<file path="src/rtl/fetch_pkg.sv">
package fetch_pkg;

    // How a redirect reaches the fetch address
    typedef enum logic {
        JMP_IMMEDIATE  = 1'b0,
        JMP_REGISTERED = 1'b1
    } jmp_mode_e;

    // Whether an unaccepted command may change
    typedef enum logic {
        CMD_RETRACTABLE = 1'b0,
        CMD_PERSISTENT  = 1'b1
    } cmd_mode_e;

    function automatic int unsigned count_width(input int unsigned limit);
        return $clog2(limit + 1);
    endfunction

endpackage

</file>
<file path="src/rtl/fetch_jump_arb.sv">
module fetch_jump_arb #(
    parameter int unsigned NUM_STAGES = 4,
    parameter int unsigned ADDR_W     = 32
) (
    input  logic [NUM_STAGES-1:0]        req,
    input  logic [NUM_STAGES*ADDR_W-1:0] targets,
    output logic                         any,
    output logic [ADDR_W-1:0]            target
);

    logic [ADDR_W-1:0] slot [NUM_STAGES];

    for (genvar s = 0; s < NUM_STAGES; s++) begin : g_slot
        assign slot[s] = targets[s*ADDR_W +: ADDR_W];
    end

    // ascending scan: the last (oldest) requesting stage overwrites earlier ones
    always_comb begin
        any    = 1'b0;
        target = '0;
        for (int s = 0; s < NUM_STAGES; s++) begin
            if (req[s]) begin
                any    = 1'b1;
                target = slot[s];
            end
        end
    end

endmodule

</file>
<file path="src/rtl/fetch_addr_queue.sv">
module fetch_addr_queue #(
    parameter int unsigned ADDR_W = 32,
    parameter int unsigned DEPTH  = 4
) (
    input  logic              clk,
    input  logic              rst_n,
    input  logic              push,
    input  logic [ADDR_W-1:0] push_addr,
    input  logic              pop,
    output logic [ADDR_W-1:0] head_addr
);

    localparam int unsigned PTR_W = (DEPTH > 1) ? $clog2(DEPTH) : 1;
    localparam logic [PTR_W-1:0] LAST = PTR_W'(DEPTH - 1);

    typedef struct packed {
        logic [PTR_W-1:0] wr;
        logic [PTR_W-1:0] rd;
    } ptr_t;

    ptr_t ptr_d, ptr_q;
    logic [ADDR_W-1:0] slots_q [DEPTH];

    always_comb begin
        ptr_d = ptr_q;
        if (push) begin
            ptr_d.wr = (ptr_q.wr == LAST) ? '0 : ptr_q.wr + 1'b1;
        end
        if (pop) begin
            ptr_d.rd = (ptr_q.rd == LAST) ? '0 : ptr_q.rd + 1'b1;
        end
    end

    always_ff @(posedge clk or negedge rst_n) begin
        if (!rst_n) begin
            ptr_q <= '0;
        end else begin
            ptr_q <= ptr_d;
        end
    end

    always_ff @(posedge clk) begin
        if (push) begin
            slots_q[ptr_q.wr] <= push_addr;
        end
    end

    assign head_addr = slots_q[ptr_q.rd];

endmodule

</file>
<file path="src/rtl/fetch_rsp_pipe.sv">
module fetch_rsp_pipe #(
    parameter int unsigned ADDR_W = 32,
    parameter int unsigned DATA_W = 32,
    parameter int unsigned STAGES = 1
) (
    input  logic              clk,
    input  logic              rst_n,
    input  logic              flush,
    input  logic              in_valid,
    input  logic [ADDR_W-1:0] in_pc,
    input  logic [DATA_W-1:0] in_instr,
    input  logic              in_fault,
    output logic              out_valid,
    output logic [ADDR_W-1:0] out_pc,
    output logic [DATA_W-1:0] out_instr,
    output logic              out_fault
);

    typedef struct packed {
        logic              valid;
        logic [ADDR_W-1:0] pc;
        logic [DATA_W-1:0] instr;
        logic              fault;
    } beat_t;

    beat_t head_beat;
    beat_t stg_d [STAGES];
    beat_t stg_q [STAGES];

    assign head_beat = '{valid: in_valid, pc: in_pc, instr: in_instr, fault: in_fault};

    for (genvar s = 0; s < STAGES; s++) begin : g_stage
        if (s == 0) begin : g_first
            always_comb begin
                stg_d[s] = head_beat;
                if (flush) begin
                    stg_d[s].valid = 1'b0;
                end
            end
        end else begin : g_next
            always_comb begin
                stg_d[s] = stg_q[s-1];
                if (flush) begin
                    stg_d[s].valid = 1'b0;
                end
            end
        end

        always_ff @(posedge clk or negedge rst_n) begin
            if (!rst_n) begin
                stg_q[s] <= '0;
            end else begin
                stg_q[s] <= stg_d[s];
            end
        end
    end

    assign out_valid = stg_q[STAGES-1].valid;
    assign out_pc    = stg_q[STAGES-1].pc;
    assign out_instr = stg_q[STAGES-1].instr;
    assign out_fault = stg_q[STAGES-1].fault;

endmodule

</file>
<file path="src/rtl/fetch_pc_unit.sv">
module fetch_pc_unit
    import fetch_pkg::*;
#(
    parameter int unsigned       ADDR_W      = 32,
    parameter int unsigned       DATA_W      = 32,
    parameter int unsigned       NUM_STAGES  = 4,
    parameter logic [ADDR_W-1:0] RESET_VEC   = 'h0000_1000,
    parameter int unsigned       LAT_MIN     = 1,
    parameter int unsigned       MAX_OUT     = 4,
    parameter jmp_mode_e         JUMP_MODE   = JMP_IMMEDIATE,
    parameter cmd_mode_e         CMD_MODE    = CMD_PERSISTENT,
    parameter bit                CATCH_FAULT = 1'b1
) (
    input  logic                         clk,
    input  logic                         rst_n,
    input  logic [NUM_STAGES-1:0]        jmp_valid,
    input  logic [NUM_STAGES*ADDR_W-1:0] jmp_target,
    output logic                         cmd_valid,
    input  logic                         cmd_ready,
    output logic [ADDR_W-1:0]            cmd_addr,
    input  logic                         rsp_valid,
    input  logic                         rsp_error,
    input  logic [DATA_W-1:0]            rsp_data,
    output logic                         out_valid,
    output logic [ADDR_W-1:0]            out_pc,
    output logic [DATA_W-1:0]            out_instr,
    output logic                         out_fault
);

    localparam int unsigned       CNT_W     = count_width(MAX_OUT);
    localparam logic [CNT_W-1:0]  CNT_LIMIT = CNT_W'(MAX_OUT);
    localparam logic [ADDR_W-1:0] STEP      = ADDR_W'(4);
    localparam bit                IMMEDIATE = (JUMP_MODE == JMP_IMMEDIATE);
    localparam bit                PERSIST   = (CMD_MODE == CMD_PERSISTENT);

    typedef struct packed {
        logic [ADDR_W-1:0] pc;
        logic              hold;      // command was offered and not taken
        logic              redir_v;   // redirect waiting behind a held command
        logic [ADDR_W-1:0] redir_pc;
        logic [CNT_W-1:0]  outst;     // accepted, response not yet seen
        logic [CNT_W-1:0]  drop;      // responses still owed to an old path
    } pc_state_t;

    pc_state_t st_d, st_q;

    logic              jmp_any;
    logic [ADDR_W-1:0] jmp_tgt;
    logic [ADDR_W-1:0] q_head;
    logic              held;
    logic              fire;
    logic              fire_old;
    logic              keep_rsp;
    logic              rsp_fault;
    logic [DATA_W-1:0] rsp_word;

    fetch_jump_arb #(
        .NUM_STAGES(NUM_STAGES),
        .ADDR_W    (ADDR_W)
    ) u_arb (
        .req    (jmp_valid),
        .targets(jmp_target),
        .any    (jmp_any),
        .target (jmp_tgt)
    );

    always_comb begin
        st_d = st_q;

        held      = PERSIST && st_q.hold;
        cmd_valid = held || (st_q.outst < CNT_LIMIT);

        if (!held && IMMEDIATE && jmp_any) begin
            cmd_addr = jmp_tgt;
        end else begin
            cmd_addr = st_q.pc;
        end

        fire     = cmd_valid && cmd_ready;
        fire_old = fire && !(!held && IMMEDIATE && jmp_any);

        // program counter and pending redirect
        if (held) begin
            if (fire) begin
                st_d.redir_v = 1'b0;
                if (jmp_any) begin
                    st_d.pc = jmp_tgt;
                end else if (st_q.redir_v) begin
                    st_d.pc = st_q.redir_pc;
                end else begin
                    st_d.pc = st_q.pc + STEP;
                end
            end else if (jmp_any) begin
                st_d.redir_v  = 1'b1;
                st_d.redir_pc = jmp_tgt;
            end
        end else if (IMMEDIATE) begin
            st_d.pc = fire ? cmd_addr + STEP : cmd_addr;
        end else begin
            if (jmp_any) begin
                st_d.pc = jmp_tgt;
            end else if (fire) begin
                st_d.pc = st_q.pc + STEP;
            end
        end

        st_d.hold  = cmd_valid && !cmd_ready;
        st_d.outst = st_q.outst + CNT_W'(fire) - CNT_W'(rsp_valid);

        // responses owed to an abandoned path
        if (jmp_any) begin
            st_d.drop = st_q.outst - CNT_W'(rsp_valid) + CNT_W'(fire_old);
        end else begin
            st_d.drop = st_q.drop
                      - CNT_W'(rsp_valid && (st_q.drop != '0))
                      + CNT_W'(held && st_q.redir_v && fire);
        end

        keep_rsp  = rsp_valid && (st_q.drop == '0) && !jmp_any;
        rsp_fault = CATCH_FAULT && rsp_error;
        rsp_word  = rsp_fault ? '0 : rsp_data;
    end

    always_ff @(posedge clk or negedge rst_n) begin
        if (!rst_n) begin
            st_q          <= '0;
            st_q.pc       <= RESET_VEC;
            st_q.redir_pc <= RESET_VEC;
        end else begin
            st_q <= st_d;
        end
    end

    fetch_addr_queue #(
        .ADDR_W(ADDR_W),
        .DEPTH (MAX_OUT)
    ) u_queue (
        .clk      (clk),
        .rst_n    (rst_n),
        .push     (fire),
        .push_addr(cmd_addr),
        .pop      (rsp_valid),
        .head_addr(q_head)
    );

    fetch_rsp_pipe #(
        .ADDR_W(ADDR_W),
        .DATA_W(DATA_W),
        .STAGES(LAT_MIN)
    ) u_pipe (
        .clk      (clk),
        .rst_n    (rst_n),
        .flush    (jmp_any),
        .in_valid (keep_rsp),
        .in_pc    (q_head),
        .in_instr (rsp_word),
        .in_fault (rsp_fault),
        .out_valid(out_valid),
        .out_pc   (out_pc),
        .out_instr(out_instr),
        .out_fault(out_fault)
    );

endmodule

</file>
<file path="config.mk">
export PLATFORM = sky130hd
export DESIGN_NAME = fetch_pc_unit
export DESIGN_NICKNAME = d
export VERILOG_FILES = /design/src/rtl/fetch_pkg.sv /design/src/rtl/fetch_jump_arb.sv /design/src/rtl/fetch_addr_queue.sv /design/src/rtl/fetch_rsp_pipe.sv /design/src/rtl/fetch_pc_unit.sv
export SDC_FILE = /design/constraint.sdc
export NUM_CORES = 1
export LEC_CHECK = 0
export BUFFER_PORTS_ARGS = -buffer_cell sky130_fd_sc_hd__buf_2
export CORE_ASPECT_RATIO = 0.7
export CORE_MARGIN = 10
export CORE_UTILIZATION = 45
export DETAILED_ROUTE_END_ITERATION = 7
export PLACE_DENSITY = 0.67
export SKIP_LAST_GASP = 1
export SLEW_MARGIN = 10
export SYNTH_ARGS = -nofsm -noshare
export SYNTH_HDL_FRONTEND = slang
export SYNTH_SLANG_ARGS = --single-unit
</file>
<file path="constraint.sdc">
create_clock -name clk -period 4.6 [get_ports clk]
set_input_delay 0.46 -clock clk [delete_from_list [all_inputs] [get_ports clk]]
set_output_delay 0.46 -clock clk [all_outputs]
set_load 0.05 [all_outputs]
</file>
After elaboration in Yosys (flattened, before gate mapping) --
Memory sizes are Yosys's and may differ from the RTL's. A register that Yosys moved wholly into a read port is not among the register bits. Index checks and enable logic that the tools add are counted.
Operators by class: add/sub/neg operators 10, order comparisons 1, eq/ne operators 3, mux-type cells 23, bitwise operators 1, reduce and logical (&&, ||, !) cells 20
Operators with widths (count):
- $mux 32 | 11
- $add 32x3->32 const B | 2
- $mux 33 | 1
- $add 3x1->3 | 3
- $logic_and 1x1->1 | 9
- $sub 3x1->3 | 3
- $mux 1 | 8
- $logic_not 1->1 | 5
- $add 2x1->2 const B | 2
- $eq 2x2->1 const B | 2
- $mux 2 | 2
- $logic_not 3->1 | 1
- $lt 3x3->1 const B | 1
- $mux 3 | 1
- $reduce_and 3->1 | 1
- $reduce_bool 3->1 | 1
- $ne 2x1->1 const B | 1
- $reduce_and 2->1 | 1
- $reduce_bool 2->1 | 1
- $logic_or 1x1->1 | 1
- $not 1->1 | 1
Storage, ports and cells: flip-flop bits (word level) 110, bits in writable memories 128, output and inout port bits 99, memories kept 1
Memories:
- u_queue.slots_q | depth 4, bits a word 32, read ports 1, clocked after memory_dff 1, wr ports 1, RTL line fetch_addr_queue.sv:22 | logic [ADDR_W-1:0] slots_q [DEPTH];

Depth between registers and ports, before layout --
Gate-level depths: netlist of the first run.
depth after elaboration 9, gate-level depth with buffers 14, gate-level depth less buffers 9

Cells and area by module --
A second synthesis of the first run with hierarchy kept.
Second synthesis, totals: cell total of the unflattened synthesis 1061, area, all modules 13155.1 um2
Modules (own cells, without submodules):
- fetch_pc_unit | instances 1, cells each 683, area each 5779.3 um2
- fetch_addr_queue | instances 1, cells each 190, area each 4913.5 um2
- fetch_rsp_pipe | instances 1, cells each 67, area each 1665.3 um2
- fetch_jump_arb | instances 1, cells each 121, area each 797.0 um2

Worst setup path after synthesis of the first run --
OpenSTA, ideal clock, no wires.
path kind input to register, start point input jmp_valid[3], end point register st_q[71] (netlist bit), library setup time 0.132 ns, data arrival time 4.028 ns, required time 4.468 ns, slack 0.440 ns, stages on the path 10, buffers on the path 3, cells stage by stage buf_4 inv_2 clkbuf_1 clkbuf_1 o22ai_1 o31ai_1 nand4_1 nor4_1 a311o_1 nand3_1
Between the ends: longest elaborated chain between the ends 6
Ends and longest elaborated chain:
- from (decl) | RTL line fetch_pc_unit.sv:16 | input logic [NUM_STAGES-1:0] jmp_valid,
- $mux 1 | RTL line fetch_jump_arb.sv:22 | if (req[s]) begin
- $logic_and 1x1->1 | RTL line fetch_pc_unit.sv:73 | if (!held && IMMEDIATE && jmp_any) begin
- $mux 32 (*) | RTL line fetch_pc_unit.sv:73
- named net cmd_addr[26] | RTL line fetch_pc_unit.sv:20 | output logic [ADDR_W-1:0] cmd_addr,
- $add 32x3->32 (*) | RTL line fetch_pc_unit.sv:98 | st_d.pc = fire ? cmd_addr + STEP : cmd_addr;
- $mux 32 (*) | RTL line fetch_pc_unit.sv:98
- $mux 32 (*) | RTL line fetch_pc_unit.sv:83 | if (held) begin
- to (signal assigned) | RTL line fetch_pc_unit.sv:130 | st_q <= st_d;
- to (decl) | RTL line fetch_pc_unit.sv:45 | pc_state_t st_d, st_q;
The timed path passes the listed nets; every way through them passes the cells marked *. The select of a mux whose other input is x is not followed. A chain may end at the register's enable or synchronous reset.

Worst setup path after layout of the first run --
start point register st_q, in the netlist held, end point output cmd_addr[0]
Between the ends: longest elaborated chain between the ends 3
Ends and longest elaborated chain (RTL line):
- $logic_not 1->1 | fetch_pc_unit.sv:73
- $logic_and 1x1->1 | fetch_pc_unit.sv:73
- $mux 32 | fetch_pc_unit.sv:73
- to (decl) | fetch_pc_unit.sv:20
No other way between the ends.

==> results of run 1 <==
state kept, by name, indices dropped and copies added, names as in the netlist:
name              count
u_pipe.out_valid      1
held                  1
u_queue.slots_q     128
u_pipe.out_pc        32
st_q                 71
u_pipe.out_instr     32
u_pipe.out_fault      1
u_queue.ptr_q         4
per-layer routing:
layer / up-vias / part of all wire (%)
met1: 4903 / 44
li1: 4517 / -
met2: 501 / 44
met4: 0 / 2.6
met3: 60 / 8.7
met5: - / 0
layout make-up:
type / instances / area, µm² / share of cell area, %
flip-flops and latches: 270 / 7403 / 47.57
diodes: 1 / 2.502 / 0.01608
well taps: 371 / 464.2 / 2.983
clock buffers: 33 / 698.2 / 4.486
inverters: 27 / 101.3 / 0.6512
multi-input cells: 669 / 5045 / 32.42
clock inverters: 16 / 152.6 / 0.9809
repair buffers: 312 / 1695 / 10.89
final timing paths:
check                                   from              endpoint  slack, ns  depth (start not counted)
worst min register to register      st_q[32]              st_q[32]       0.48                          2
max in group asynchronous              rst_n   u_pipe.out_instr[0]       3.06                          3
worst max-delay path                    held           cmd_addr[0]       0.99                          4
worst max register to register          held              st_q[58]       1.00                          8
min in group asynchronous              rst_n      u_pipe.out_pc[4]       0.48                          2
worst min-delay path            rsp_data[30]  u_pipe.out_instr[30]       0.12                          2
power by group through the flow:
stage | clock network [mW] | registers, mW | logic, mW
final | 2.15 | 3.87 | 3.94
after global routing | 2.29 | 3.95 | 4.23
after CTS | 2.19 | 3.86 | 3.95
after detailed placement | 0 | 3.90 | 3.95
after global placement | 0 | 3.89 | 3.89
after floorplan | 0 | 4.28 | 2.32
cell families after synthesis:
kind of cell             share of synthesized area (%)
AO/OA/AOI/OAI                                    16.25
flip-flops                                       57.51
AND/OR/NAND/NOR                                  10.81
buffers and inverters                            3.355
multiplexers                                     7.487
XOR/XNOR                                         2.859
adder cells (fa/ha/maj)                          1.731
layout by cell type (no fill, tap or decap), drive strengths merged, types with 4 or more instances in the layout:
| cell type | n |
|---|---|
| a211oi | 7 |
| a21oi | 25 |
| a221oi | 29 |
| a31o | 5 |
| a31oi | 8 |
| and2 | 6 |
| and3 | 7 |
| and4 | 11 |
| buf | 311 |
| clkbuf | 33 |
| clkinv | 12 |
| dfrtp | 140 |
| edfxtp | 128 |
| ha | 13 |
| inv | 27 |
| mux2 | 15 |
| mux2i | 7 |
| mux4 | 32 |
| nand2 | 78 |
| nand3 | 14 |
| nand4 | 18 |
| nor2 | 40 |
| nor2b | 36 |
| nor3 | 11 |
| nor4 | 14 |
| o211ai | 13 |
| o21ai | 101 |
| o221ai | 9 |
| o22ai | 33 |
| o31a | 5 |
| o31ai | 41 |
| o32ai | 4 |
| or2 | 16 |
| xnor2 | 32 |
| xor2 | 10 |
per-stage QoR:
| stage | instance area [µm²] | setup WS (ns) | utilization [%] |
|---|---|---|---|
| after floorplan | 12870 | 0.4404 | - |
| after global placement | 14700 | 0.9595 | 52.47 |
| after detailed placement | 14700 | 0.8275 | 52.47 |
| after CTS | 15560 | 1.012 | 55.55 |
| after global routing | 15560 | 0.8410 | 55.55 |
| final | 15560 | 0.9875 | 55.55 |
==> impl_metrics.json, run 1 <==
{
  "hpwl_um": 28050,
  "tightest_slew_ns": 1.051,
  "die-area_um2": 35870,
  "hold_viol": 0,
  "insertion_delay_ns": 0.57,
  "pwr-share-seq_pct": 38.9,
  "start_kind": "flip-flop",
  "required_ns": 4.14,
  "area_delta_synth_final_pct": 20.94,
  "drc": 0,
  "drive_gt1_share_pct": 33.91,
  "whs_ns": 0.1217,
  "postRouteWirelength_um": 38950,
  "power_mw": 9.960,
  "path_clk_slew_ns": 0.06,
  "port_buffers": 267,
  "cpPeakStageDelay_ns": 0.66,
  "yosys_warnings": 0,
  "core_area_um2": 28010,
  "synth_top_cell_by_area": "edfxtp_1",
  "synth_cells": 1043,
  "clkPwrFrac_pct": 21.6,
  "finalNonFillerCells": 1699,
  "syn_nets": 1228,
  "path_cells": "or2_2 -> buf_4 -> o21ai_0 -> buf_2",
  "seq_area_frac_synth_pct": 57.51,
  "num-nets-final": 1492,
  "cts_htree_levels": 1,
  "post-cts-setup-buffers": 0,
  "grt_first_pass_wirelength_um": 59540,
  "fin_setup_tns_ns": 0,
  "die_y_um": 161.5,
  "crit_fanout": 26,
  "wl_per_cell_um": 22.92,
  "top_usage_layer": "met2",
  "min_path_type": "input port to flip-flop",
  "drtPass1Iterations": 6,
  "swShare_pct": 41.02,
  "ir_drop_v": 0.0002734,
  "placement_rows": 51,
  "use_met3_pct": 4.905,
  "status": "completed",
  "period_share_pct": 78.53,
  "cts_tree": "yes",
  "ys_seq_elements": 270,
  "p_int_mw": 5.875,
  "total_leakage_power_nw": 6.217,
  "vias": 9981,
  "netlist_area_um2": 12870,
  "critPathTopFamily": "buffers and inverters",
  "placed_cells": 1648,
  "grt_overflow_total": 0,
  "fmaxAchievable_ghz": 0.2768,
  "ios": 268,
  "die_w_um": 222.1,
  "drt-vias-per-instance": 5.875,
  "synth.area.top_cells": "edfxtp_1 (30%), dfrtp_1 (27%), mux4_2 (5.6%), o21ai_0 (3.8%), nand2_1 (2.3%)",
  "cts.sinks": 270,
  "use_met1_pct": 29.68,
  "critPathArrivalTime_ns": 3.15,
  "cap_violations": 0,
  "drv_slew": 0,
  "avgSynthCellArea_um2": 12.34,
  "grt_pass1_vias": 9838,
  "power.switching_mw": 4.085,
  "nFillCells": 2405,
  "cp_num_buf_inv": 2,
  "grtUsageMet2_pct": 31.36,
  "critPathKind": "flip-flop to output port",
  "postRouteAntennaNets": 0,
  "drtIter0Drc": 967,
  "synth-edff-count": 128,
  "grt_max_degree": 65,
  "ctsLongestPathBuffers": 3,
  "synth_most_common_cell": "dfrtp_1",
  "start_util_pct": 45.93,
  "powerDensity_nw_per_um2": 640.0,
  "slowest_stage": "o21ai_0",
  "numCtsBuffers": 27,
  "rsz0062_at_grt": "false",
  "post-route-min-period_ns": 3.613,
  "cts-root-buf": "clkbuf_16",
  "synth_commonest_cells": "dfrtp_1 (140), edfxtp_1 (128), o21ai_0 (97)",
  "relSlewSlack_pct": 29.85,
  "yosysUniqueCellTypes": 69,
  "cts_resized": 0,
  "synth_top_area_share_pct": 29.87,
  "power_frac_comb_pct": 39.5,
  "antenna_found_initial": 1,
  "synthFlopType": "dfrtp_1",
  "async_flop_share_pct": 52.59,
  "place_congestion": 0.9165,
  "setup_viol": 0,
  "endpoint_kind": "output port",
  "grtUsageTotal_pct": 20.93,
  "ctsHoldBuffers": 1,
  "fin_skew_ns": 0.02330
}
(Power assumes the default switching activity.)
==> run 2, diff against run 1 <==
--- a/config.mk
+++ b/config.mk
@@ -10,7 +10,7 @@
 export CORE_MARGIN = 10
 export CORE_UTILIZATION = 45
 export DETAILED_ROUTE_END_ITERATION = 7
-export PLACE_DENSITY = 0.67
+export PLACE_DENSITY = 0.69
 export SKIP_LAST_GASP = 1
 export SLEW_MARGIN = 10
 export SYNTH_ARGS = -nofsm -noshare
==> constraint.sdc (replaced) <==
create_clock -name clk -period 3.05 [get_ports clk]
set_input_delay 0.305 -clock clk [delete_from_list [all_inputs] [get_ports clk]]
set_output_delay 0.305 -clock clk [all_outputs]
set_load 0.05 [all_outputs]
==> run 2 against run 1 <==
Against the previous run: combinational power up 70%; critical endpoint is now st_q[71]; routed wire length up 4.4%; largest cell class unchanged; first-iteration DRC count down 8.1%; register-to-register slack worse by 0.75 ns; die area unchanged; utilization up 4.3 points; global-route usage up 1.0 points.
==> impl_metrics.json, run 2 (synthesized netlist as in run 1, its figures left out) <==
{
  "status": "completed",
  "critPathKind": "flip-flop to flip-flop",
  "min_from": "rsp_valid",
  "endpoint_kind": "flip-flop",
  "ctsLongestPathBuffers": 3,
  "core_area_um2": 28010,
  "required_ns": 3.48,
  "cp_num_buf_inv": 1,
  "num-nets-final": 1568,
  "drc": 0,
  "use_met3_pct": 6.889,
  "cp_num_cells": 7,
  "area_delta_synth_final_pct": 30.31,
  "worstHoldEndpoint": "u_pipe.out_valid",
  "die_w_um": 222.1,
  "top_register": "u_queue.slots_q",
  "placed_area_um2": 15580,
  "crit_fanout": 20,
  "antenna_found_initial": 1,
  "worstReg2RegStart": "held",
  "critPathTopFamily": "simple AND/OR/NAND/NOR gates",
  "path_cells": "or2_2 -> buf_12 -> o31ai_4 -> nand4_1 -> nor4_1 -> a311o_1 -> nand3_1",
  "stdcell_area_um2": 16770,
  "rr_worst_depth": 7,
  "cts_resized": 0,
  "start_kind": "flip-flop",
  "drv_slew": 0,
  "relSlewSlack_pct": 49.03,
  "post-cts-setup-buffers": 0,
  "finalNonFillerCells": 1775,
  "drive_gt1_share_pct": 35.83,
  "period_share_pct": 91.75,
  "ir_drop_v": 0.0004781,
  "grt_pass1_vias": 10480,
  "rr_endpoint": "st_q[71]",
  "numCtsBuffers": 27,
  "setup_viol": 0,
  "postRouteAntennaNets": 0,
  "grt_first_pass_wirelength_um": 62270,
  "tightest_slew_ns": 0.7645,
  "place_congestion": 0.9406,
  "port_buffers": 267,
  "fmaxAchievable_ghz": 0.3573,
  "slowest_stage": "o31ai_4",
  "start_util_pct": 45.93,
  "min_path_type": "input port to flip-flop",
  "path_clk_slew_ns": 0.07,
  "drt-vias-per-instance": 5.753,
  "critPathArrivalTime_ns": 3.23,
  "die-area_um2": 35870,
  "cts_tree": "yes",
  "grt_max_degree": 89,
  "insertion_delay_ns": 0.57,
  "cts_htree_levels": 1,
  "cts-root-buf": "clkbuf_16",
  "powerDensity_nw_per_um2": 941.4,
  "cts.sinks": 270,
  "top_usage_layer": "met2",
  "fin_skew_ns": 0.01412,
  "post-route-min-period_ns": 2.798,
  "holdPathStages": 2,
  "r2r_slack_ns": 0.25,
  "largest_reg_flops": 128,
  "finish.utilization_pct": 59.86,
  "reg_top3": "u_queue.slots_q x128, st_q x71",
  "rsz0062_at_grt": "false",
  "grt_overflow_total": 0,
  "grtUsageTotal_pct": 21.93,
  "vias": 10210,
  "cap_violations": 0,
  "drtIter0Drc": 889,
  "final_cell_mix": "buf_2 (250), dfrtp_1 (138), edfxtp_1 (128)",
  "ios": 268,
  "drtPass1Iterations": 5,
  "wl_per_cell_um": 22.91,
  "final_common_cell": "buf_2",
  "die_y_um": 161.5,
  "postRouteWirelength_um": 40660,
  "placed_cells": 1692,
  "diodes": 0,
  "cpPeakStageDelay_ns": 0.54,
  "total_leakage_power_nw": 6.741,
  "hpwl_um": 29530,
  "placement_rows": 51,
  "hold_viol": 0,
  "use_met1_pct": 30.56,
  "grtUsageMet2_pct": 32.87
}
[run 2: changes by cell type in the layout (fill, tap and decap cells not counted), moves of 2 or more]
cell / delta
o21ai_1: +2
o21ai_0: -3
o31ai_1: -3
o31ai_4: +17
clkinv_2: +3
dlygate4sd3_1: +32
o31ai_2: -14
buf_12: +26
buf_2: -16
buf_4: +34
[run 2: final cells by class]
cell class,count,area (µm²)
fillers,2285,11250
inverters,27,101.3
flip-flops and latches,270,7402
well taps,371,464.2
repair buffers,388,2711
multi-input cells,669,5235
clock inverters,18,158.9
clock buffers,32,694.4
[run 2: metrics by stage]
stage / hold WS, ns / total power [mW] / setup slack, ns / setup TNS, ns
3_3_place_gp: 0.3488 / 12.39 / 0.04377 / 0
6_report: 0.1209 / 15.78 / 0.2516 / 0
5_1_grt: 0.1028 / 16.58 / 0.02056 / 0
3_5_place_dp: 0.3586 / 12.56 / -0.07653 / -0.08677
2_1_floorplan: 0.009409 / 10.09 / -0.05038 / -0.05038
4_1_cts: 0.1011 / 15.87 / 0.2784 / 0
[run 2: how the worst max path moves through the flow]
stage,start,end
after CTS,held,st_q[71]
after detailed placement,jmp_valid[0],st_q[71]
after floorplan,held,st_q[66]
final,held,st_q[71]
after global routing,held,st_q[68]
after global placement,jmp_valid[0],st_q[71]
[run 2: worst register-to-register path: cells and delay by family (launching register included)]
kind,cells,cell delay (ns)
compound gates,2,0.78
simple gates,4,1.28
buf+inv,1,0.19
flops,1,0.42
[run 2: what timing repair did]
item,4_1_cts,5_1_grt
hold endpoints to repair,91,0
setup endpoints to repair,0,0
hold buffers,33,0
[run 2: power breakdown]
part / total, mW / switching (mW) / leakage (nW) / internal [mW]
clock network: 3.26 / 1.45 / 0.419 / 1.81
logic: 6.68 / 4.21 / 3.44 / 2.48
registers: 5.85 / 0.754 / 2.89 / 5.09
[run 2: layer usage]
| metal | wire length [µm] | vias to the layer above |
|---|---|---|
| met2 | 17780 | 500 |
| met1 | 18050 | 4992 |
| met3 | 4155 | 48 |
| met5 | 0 | - |
| met4 | 681 | 0 |
| li1 | - | 4671 |
